$ cat config.mk
export PLATFORM = sky130hd
export DESIGN_NAME = pwr_mode_ctl
export DESIGN_NICKNAME = d
export VERILOG_FILES = /design/src/rtl/pmc_pkg.sv /design/src/rtl/pmc_mode_field.sv /design/src/rtl/pmc_swrst_gen.sv /design/src/rtl/pwr_mode_ctl.sv
export SDC_FILE = /design/constraint.sdc
export NUM_CORES = 1
export LEC_CHECK = 0
export ABC_CLOCK_PERIOD_IN_PS = 900
export BUFFER_PORTS_ARGS = -buffer_cell sky130_fd_sc_hd__buf_2
export CORE_MARGIN = 4
export CORE_UTILIZATION = 31
export CTS_BUF_LIST = sky130_fd_sc_hd__clkbuf_8
export CTS_CLUSTER_DIAMETER = 30
export DETAILED_ROUTE_END_ITERATION = 8
export PLACE_DENSITY = 0.75
export SYNTH_ARGS = -nofsm -noshare
export SYNTH_HDL_FRONTEND = slang
export SYNTH_HIERARCHICAL = 1
export SYNTH_SLANG_ARGS = --single-unit
$ cat constraint.sdc
create_clock -name clk -period 0.9 [get_ports clk]
set_clock_uncertainty 0.05 [all_clocks]
set_input_delay 0.135 -clock clk [delete_from_list [all_inputs] [get_ports clk]]
set_output_delay 0.135 -clock clk [all_outputs]
set_load 0.05 [all_outputs]
$ cat src/rtl/pmc_pkg.sv
package pmc_pkg;

    // Bit positions the core-side logic decodes
    localparam int WAIT_LSB  = 0;
    localparam int STOP_LSB  = 2;
    localparam int SWRST_BIT = 4;
    localparam int DBG_BIT   = 5;
    localparam int USED_BITS = 6;

    typedef enum logic {
        FLD_OPEN   = 1'b0,
        FLD_LOCKED = 1'b1
    } fld_state_t;

    typedef enum logic {
        RST_IDLE = 1'b0,
        RST_FIRE = 1'b1
    } rst_state_t;

endpackage

$ cat src/rtl/pmc_mode_field.sv
module pmc_mode_field
    import pmc_pkg::*;
(
    input  logic clk,
    input  logic rst_n,
    input  logic wr_en,
    input  logic wr_lock,
    input  logic wr_ign,
    output logic ign_o,
    output logic lk_o
);

    fld_state_t st_q, st_d;
    logic       ign_q, ign_d;

    // State register
    always_ff @(posedge clk or negedge rst_n) begin
        if (!rst_n) begin
            st_q  <= FLD_OPEN;
            ign_q <= 1'b0;
        end else begin
            st_q  <= st_d;
            ign_q <= ign_d;
        end
    end

    // Next state
    always_comb begin
        st_d  = st_q;
        ign_d = ign_q;
        unique case (st_q)
            FLD_OPEN: begin
                if (wr_en) begin
                    ign_d = wr_ign;
                    if (wr_lock) st_d = FLD_LOCKED;
                end
            end
            FLD_LOCKED: begin
                st_d = FLD_LOCKED;
            end
            default: st_d = FLD_OPEN;
        endcase
    end

    // Outputs
    always_comb begin
        ign_o = ign_q;
        lk_o  = (st_q == FLD_LOCKED);
    end


    lock_sticky_chk: assert property (@(posedge clk) disable iff (!rst_n)
        lk_o |=> lk_o);


    locked_value_hold_chk: assert property (@(posedge clk) disable iff (!rst_n)
        lk_o |=> $stable(ign_o));

endmodule

$ cat src/rtl/pmc_swrst_gen.sv
module pmc_swrst_gen
    import pmc_pkg::*;
(
    input  logic clk,
    input  logic rst_n,
    input  logic trig,
    output logic pulse_o
);

    rst_state_t st_q, st_d;

    always_ff @(posedge clk or negedge rst_n) begin
        if (!rst_n) st_q <= RST_IDLE;
        else        st_q <= st_d;
    end

    always_comb begin
        st_d = st_q;
        unique case (st_q)
            RST_IDLE: if (trig)  st_d = RST_FIRE;
            RST_FIRE: if (!trig) st_d = RST_IDLE;
            default:  st_d = RST_IDLE;
        endcase
    end

    always_comb begin
        pulse_o = (st_q == RST_FIRE);
    end


    pulse_from_trig_chk: assert property (@(posedge clk) disable iff (!rst_n)
        trig |=> pulse_o);


    pulse_one_shot_chk: assert property (@(posedge clk) disable iff (!rst_n)
        !trig |=> !pulse_o);

endmodule

$ cat src/rtl/pwr_mode_ctl.sv
module pwr_mode_ctl
    import pmc_pkg::*;
#(
    parameter int ADDR_W   = 4,
    parameter int DATA_W   = 16,
    parameter int REG_ADDR = 0
) (
    input  logic              clk,
    input  logic              rst_n,
    input  logic [ADDR_W-1:0] bus_addr,
    input  logic              bus_we,
    input  logic [DATA_W-1:0] bus_wdata,
    output logic [DATA_W-1:0] bus_rdata,
    input  logic              dbg_port_en,
    input  logic              core_stop_req,
    input  logic              core_wait_req,
    output logic              stop_enter,
    output logic              wait_enter,
    output logic              swrst_pulse,
    output logic              dbg_clk_en
);

    localparam int NUM_FLD = 2;
    localparam logic [ADDR_W-1:0] HIT_ADDR = ADDR_W'(REG_ADDR);

    logic               addr_hit;
    logic               wr_hit;
    logic [NUM_FLD-1:0] fld_ign;
    logic [NUM_FLD-1:0] fld_lk;
    logic               dbg_sel_q;
    logic [DATA_W-1:0]  rd_word;

    assign addr_hit = (bus_addr == HIT_ADDR);
    assign wr_hit   = addr_hit && bus_we;

    // Field 0 = wait (bits 1..0), field 1 = stop (bits 3..2)
    for (genvar g = 0; g < NUM_FLD; g++) begin : g_fld
        localparam int LSB = (g == 0) ? WAIT_LSB : STOP_LSB;
        pmc_mode_field u_fld (
            .clk     (clk),
            .rst_n   (rst_n),
            .wr_en   (wr_hit),
            .wr_lock (bus_wdata[LSB+1]),
            .wr_ign  (bus_wdata[LSB]),
            .ign_o   (fld_ign[g]),
            .lk_o    (fld_lk[g])
        );
    end

    pmc_swrst_gen u_swrst (
        .clk     (clk),
        .rst_n   (rst_n),
        .trig    (wr_hit && bus_wdata[SWRST_BIT]),
        .pulse_o (swrst_pulse)
    );

    always_ff @(posedge clk or negedge rst_n) begin
        if (!rst_n)      dbg_sel_q <= 1'b0;
        else if (wr_hit) dbg_sel_q <= bus_wdata[DBG_BIT];
    end

    always_comb begin
        rd_word              = '0;
        rd_word[WAIT_LSB]    = fld_ign[0];
        rd_word[WAIT_LSB+1]  = fld_lk[0];
        rd_word[STOP_LSB]    = fld_ign[1];
        rd_word[STOP_LSB+1]  = fld_lk[1];
        rd_word[DBG_BIT]     = dbg_sel_q;
        bus_rdata            = addr_hit ? rd_word : '0;
    end

    assign wait_enter = core_wait_req && !fld_ign[0];
    assign stop_enter = core_stop_req && !fld_ign[1];
    assign dbg_clk_en = dbg_sel_q || dbg_port_en;


    rsvd_read_zero_chk: assert property (@(posedge clk) disable iff (!rst_n)
        (wr_hit && (|bus_wdata[DATA_W-1:USED_BITS])) |=>
            (bus_rdata[DATA_W-1:USED_BITS] == '0));


    swrst_reads_zero_chk: assert property (@(posedge clk) disable iff (!rst_n)
        swrst_pulse |-> !bus_rdata[SWRST_BIT]);


    stop_gate_chk: assert property (@(posedge clk) disable iff (!rst_n)
        stop_enter |-> core_stop_req);


    wait_gate_chk: assert property (@(posedge clk) disable iff (!rst_n)
        wait_enter |-> core_wait_req);


    dbg_follow_chk: assert property (@(posedge clk) disable iff (!rst_n)
        dbg_port_en |-> dbg_clk_en);


    unmapped_read_chk: assert property (@(posedge clk) disable iff (!rst_n)
        !addr_hit |-> (bus_rdata == '0));

endmodule

==> summary.txt, run 1 <==
Post-Synthesis Cells: 36
Pre-CTS setup slack: -455.5 ps
DR WL/cell: 11.35 µm
Maxcap violations: 0
Failing checks: setup timing
Starting Density: 0.3272
First-pass GRT wire length: 1.352 mm
Clock Sinks: 6
Bufs on Longest Clock Path: 2
Post-Route WL: 965 µm
Fin. max-slew vios: 0
Vias/cell: 4.024
Final Power: 1307 µW
Met1 global-route usage: 0.08313
Setup Viol. Count Final: 14
Seq/Total Area, Yosys: 0.3571
Critical Path Sink Type: output pin
Reg2reg end: g_fld[1].u_fld/ign_o$_DFFE_PN0P_
CP required: 710 ps
H-tree levels: 1
Slowest stage cell, crit path: dfrtp_1
GRT Total Usage: 0.09630
Crit share post-route: 1.312
Met3 GRT Util: 0.03984
Worst Hold Class: input pin to flip-flop
Met2 track demand over resource: 0.1576
Cell Area, Synth: 420.4 µm²
Critical-path cell list: or2_4 > buf_6
Critical path arrival: 1000 ps
Critical path launch point type: flip-flop
Clk pin slew, worst setup/hold paths: 40 ps
Worst-Skew Late Latency: 220 ps
Endpoints failing hold: 0
CTS Buf Count: 3
Detail Route Antenna Nets: 0
Die area: 0.002009 mm²
Crit Path Max Fanout: 3
Post-DP HPWL: 712 µm
Cell Count Post-Placement: 77
First-iteration detailed-routing DRC count: 5
Worst-case reg-to-reg path depth: 2
Initial antenna violation count: 0
Commonest non-fill, non-tap cell in the layout: buf_2
DR vias: 342
Power density over cell area: 1767 mW/mm²
Drt pass-1 iters: 2
Busiest grt layer: met2
Layout cells sized above 1: 0.7429
Die width: 44.83 µm
Avg Synthesized Cell Area: 11.68 µm²
Hold Path Depth: 2
Worst Hold End: g_fld[0].u_fld/lk_o$_DFF_PN0_
I/O pin total: 46
Finished Layout Cells: 85
Gpl congestion: 0.6959
Largest net degree at the start of global routing: 7
Nets: 98
LEAKAGE: 0.0003880 µW
Diodes inserted: 0
CP Launch Point: dbg_sel_q$_DFFE_PN0P_
Clock root cell: clkbuf_8
Final Critical Period: 1180 ps
Outcome: finished, violations left
Synth cell types: 12
Worst Min Path Start: bus_wdata[1]
Global route total overflow: 0
FF-to-FF setup slack: -100 ps
Worst r2r src: g_fld[1].u_fld/lk_o$_DFF_PN0_
Num rows: 13
Setup WS post-layout: -280.4 ps
Area grow syn2layout: 75.89%
Core Area: 0.001285 mm²
RSZ-0062 raised after global routing: yes
CP Class: flip-flop to output pin
Die Y: 44.83 µm
Seq cells post-synth: 6
DRC viols: 0
Maximum vdd drop: 747.2 µV
Port bufs: 24
CTS tree: done
F_max: 847.2 MHz
Commonest non-fill, non-tap cells in the layout: buf_2 (12), conb_1 (11), buf_6 (8)
Vias in the first global route: 349
YS warnings: 6
Max stage delay on crit path: 390 ps
-- state kept, by name, summed over array words and instances (netlist names) --
name	cells
g_fld.u_fld/ign_o	2
dbg_sel_q	1
g_fld.u_fld/lk_o	2
u_swrst/pulse_o	1
-- area by class of cell --
| cell class | instances | area, µm² |
|---|---|---|
| clock buffers | 3 | 41.29 |
| multi-input cells | 29 | 249.0 |
| flip-flops and latches | 6 | 150.1 |
| well taps | 15 | 18.77 |
| fillers | 99 | 545.5 |
| repair buffers | 32 | 280.3 |
-- power by group --
part / total (µW) / internal, µW / switching (µW)
registers: 397 / 329 / 68.4
clock network: 390 / 286 / 104
logic: 520 / 239 / 280
total: 1310 / 854 / 452
-- through the flow --
step                area (µm²)  hold WS [ps]  TNS, ps  utilization
finish                   739.5         87.51    -2609       0.5755
global route             739.5         87.80    -3138       0.5755
CTS                      725.7         80.89    -2630       0.5648
detailed placement       554.3        -85.15    -3764       0.4314
global placement         554.3        -85.22    -3592       0.4314
floorplan                475.5        -210.6    -1467            -
-- Yosys cell counts --
master   instances  area (µm²)
and2_4           1       8.760
a21o_2           2       17.52
or2_2            1       6.260
and3_2           1       7.510
mux2_4           3       45.04
nor2b_1          2       12.51
nor2b_4          2       27.53
dfrtp_1          6       150.1
nor4_4           1       21.27
conb_1           1       3.750
and2_2           5       37.54
buf_4           11       82.58
-- what timing repair did --
action	4_1_cts	5_1_grt
gates resized for setup	31	1
pin swaps	2	1
hold buffers	1	0
buffers inserted	3	1
endpoints found under the setup margin	12	12
endpoints found under the hold margin	6	0
-- worst max-delay path, delay by kind of cell, from the launching register on --
family	cells	cell delay [ps]
flops	1	390
buf+inv	1	150
simple gates	1	240
-- routing by layer --
metal | wire length (µm) | vias up | part of all wire
li1 | - | 162 | -
met1 | 281 | 152 | 0.29
met2 | 490 | 26 | 0.51
met3 | 174 | 2 | 0.18
met4 | 18 | 0 | 0.019
met5 | 0 | - | 0
-- cells by family (layout without fill, tap and decap cells) --
group                  Yosys count  count (layout)  synth area share
other                            1              11          0.008920
flip-flops                       6               6            0.3571
AND/OR/NAND/NOR                 13              13            0.2887
buffers and inverters           11              35            0.1964
AO/OA/AOI/OAI                    2               2           0.04167
multiplexers                     3               3            0.1071
-- how the worst max path moves through the flow --
stage                                             endpoint  slack, ps  cells after the start
after floorplan           g_fld[0].u_fld/ign_o$_DFFE_PN0P_       -370                      4
after global placement    g_fld[0].u_fld/ign_o$_DFFE_PN0P_       -440                      5
after detailed placement  g_fld[0].u_fld/ign_o$_DFFE_PN0P_       -460                      5
after CTS                                       dbg_clk_en       -280                      2
after global routing                          bus_rdata[5]       -320                      5
final                                           dbg_clk_en       -280                      2
Note: power is estimated with default switching activity, not from simulation.
==> run 2: changes to the inputs <==
--- a/config.mk
+++ b/config.mk
@@ -12,7 +12,9 @@
 export CTS_BUF_LIST = sky130_fd_sc_hd__clkbuf_8
 export CTS_CLUSTER_DIAMETER = 30
 export DETAILED_ROUTE_END_ITERATION = 8
+export MAX_ROUTING_LAYER = met4
 export PLACE_DENSITY = 0.75
+export REMOVE_ABC_BUFFERS = 1
 export SYNTH_ARGS = -nofsm -noshare
 export SYNTH_HDL_FRONTEND = slang
 export SYNTH_HIERARCHICAL = 1
==> run 2 against run 1 <==
- the run still ends with setup timing left
- sequential power down 5%
- design area increased by 3.0%
- sequential share of layout area down 0.60 points
- register-to-register slack worse by 90 ps
- maximum frequency is 1.8% lower
- critical endpoint is now bus_rdata[0]
- non-clock buffer count up 4
- worst setup slack worse by 22 ps
- first-iteration DRC count decreased by 80%
- power rose by 2.6%
- flip-flop and latch count unchanged
==> summary.txt, run 2 (synthesized netlist as in run 1, its figures left out) <==
Global route total overflow: 0
DR WL/cell: 12.04 µm
GRT Total Usage: 0.1255
Maxcap violations: 0
Failing checks: setup timing
WHS: 71.14 ps
Die width: 44.83 µm
Bufs on Longest Clock Path: 2
Die Y: 44.83 µm
Multi-input logic area: 236.5 µm²
Starting Density: 0.3272
Nets: 102
FF-to-FF setup slack: -190 ps
CP Class: input pin to output pin
Power density over cell area: 1759 mW/mm²
Outcome: finished, violations left
First-pass GRT wire length: 1.628 mm
Vias in the first global route: 386
Setup WS post-layout: -302.2 ps
Crit Path Max Fanout: 5
Sequential power share: 0.283
Finished Cell Area: 762.0 µm²
I/O pin total: 46
First-iteration detailed-routing DRC count: 1
Clock Sinks: 6
Sw Ratio: 0.3469
DR vias: 365
Crit share post-route: 1.336
Pre-CTS setup slack: -489.4 ps
Setup Viol. Count Final: 13
Vias/cell: 4.101
Core Area: 0.001285 mm²
Final Critical Period: 1202 ps
Worst Hold Class: input pin to flip-flop
Clk pin slew, worst setup/hold paths: 30 ps
Endpoints failing hold: 0
Post-placement cell area: 544.3 µm²
RSZ-0062 raised after global routing: yes
Initial antenna violation count: 0
Gpl congestion: 0.6271
Die area: 0.002009 mm²
LEAKAGE: 0.0003997 µW
Commonest non-fill, non-tap cell in the layout: buf_2
Drt pass-1 iters: 2
Maximum vdd drop: 1101 µV
Reg area: 150.1 µm²
Worst-Skew Late Latency: 220 ps
Commonest non-fill, non-tap cells in the layout: buf_2 (13), conb_1 (11), buf_4 (8), buf_6 (8)
Area grow syn2layout: 81.25%
Net Sw Power: 465.1 µW
Port bufs: 24
Gate power share: 0.415
Clock network power share: 0.302
Critical path arrival: 1020 ps
Clock root cell: clkbuf_8
CP required: 710 ps
CTS Buf Count: 3
Diodes inserted: 0
Post-Route WL: 1.072 mm
H-tree levels: 1
Num rows: 13
Critical path launch point type: input pin
Layout cells sized above 1: 0.7432
Final Power: 1341 µW
Largest net degree at the start of global routing: 7
Critical Path Sink Type: output pin
CTS tree: done
Int Pwr: 875.5 µW
F_max: 831.8 MHz
Fin. max-slew vios: 0
Cell Count Post-Placement: 78
Finished Layout Cells: 89
Detail Route Antenna Nets: 0
Fillers: 116
DRC viols: 0
run 2: worst paths after layout:
| path | start | end | depth (start not counted) |
|---|---|---|---|
| setup / recovery | bus_addr[0] | bus_rdata[0] | 5 |
| setup reg to reg | g_fld[1].u_fld/lk_o$_DFF_PN0_ | g_fld[1].u_fld/ign_o$_DFFE_PN0P_ | 3 |
| hold reg to reg | g_fld[0].u_fld/lk_o$_DFF_PN0_ | g_fld[0].u_fld/lk_o$_DFF_PN0_ | 1 |
| min in group asynchronous | rst_n | g_fld[1].u_fld/ign_o$_DFFE_PN0P_ | 2 |
| hold / removal | bus_wdata[1] | g_fld[0].u_fld/lk_o$_DFF_PN0_ | 2 |
| max in group asynchronous | rst_n | g_fld[0].u_fld/lk_o$_DFF_PN0_ | 2 |
run 2: final cells by class:
type,instances,share of cell area
tap,15,0.02463
sequential,6,0.1970
multi-input combinational,29,0.3103
clock buffer,3,0.05419
timing repair buffer,36,0.4138
run 2: power by group through the flow:
stage | clock [µW] | combinational, µW | sequential, µW
4_1_cts | 416 | 522 | 377
2_1_floorplan | 0 | 305 | 372
3_5_place_dp | 0 | 397 | 387
6_report | 405 | 557 | 379
3_3_place_gp | 0 | 391 | 383
5_1_grt | 434 | 587 | 389
run 2: critical path, stage by stage:
cell and delay (ps):
buf_6 100, nor4_4 310, buf_4 190, and2_4 150, buf_8 140
run 2: metrics by stage:
stage	util	setup TNS, ps
detailed placement	0.4236	-4055
global route	0.5930	-3334
CTS	0.5667	-2823
global placement	0.4236	-3688
floorplan	-	-2208
finish	0.5930	-2907
run 2: metal layers:
metal / share of wire / global-route usage / vias to the layer above
met5: 0 / - / -
li1: - / - / 170
met2: 0.56 / 0.2350 / 22
met1: 0.30 / 0.1029 / 169
met3: 0.12 / 0.05976 / 4
met4: 0.016 / 0.05263 / 0
run 2: repair_timing:
item                                    in CTS  in global routing
endpoints found under the hold margin        6                  0
pin swaps                                    4                  2
hold buffers                                 1                  0
buffers inserted                             5                  3
endpoints found under the setup margin      12                 15
gates resized for setup                     30                  6
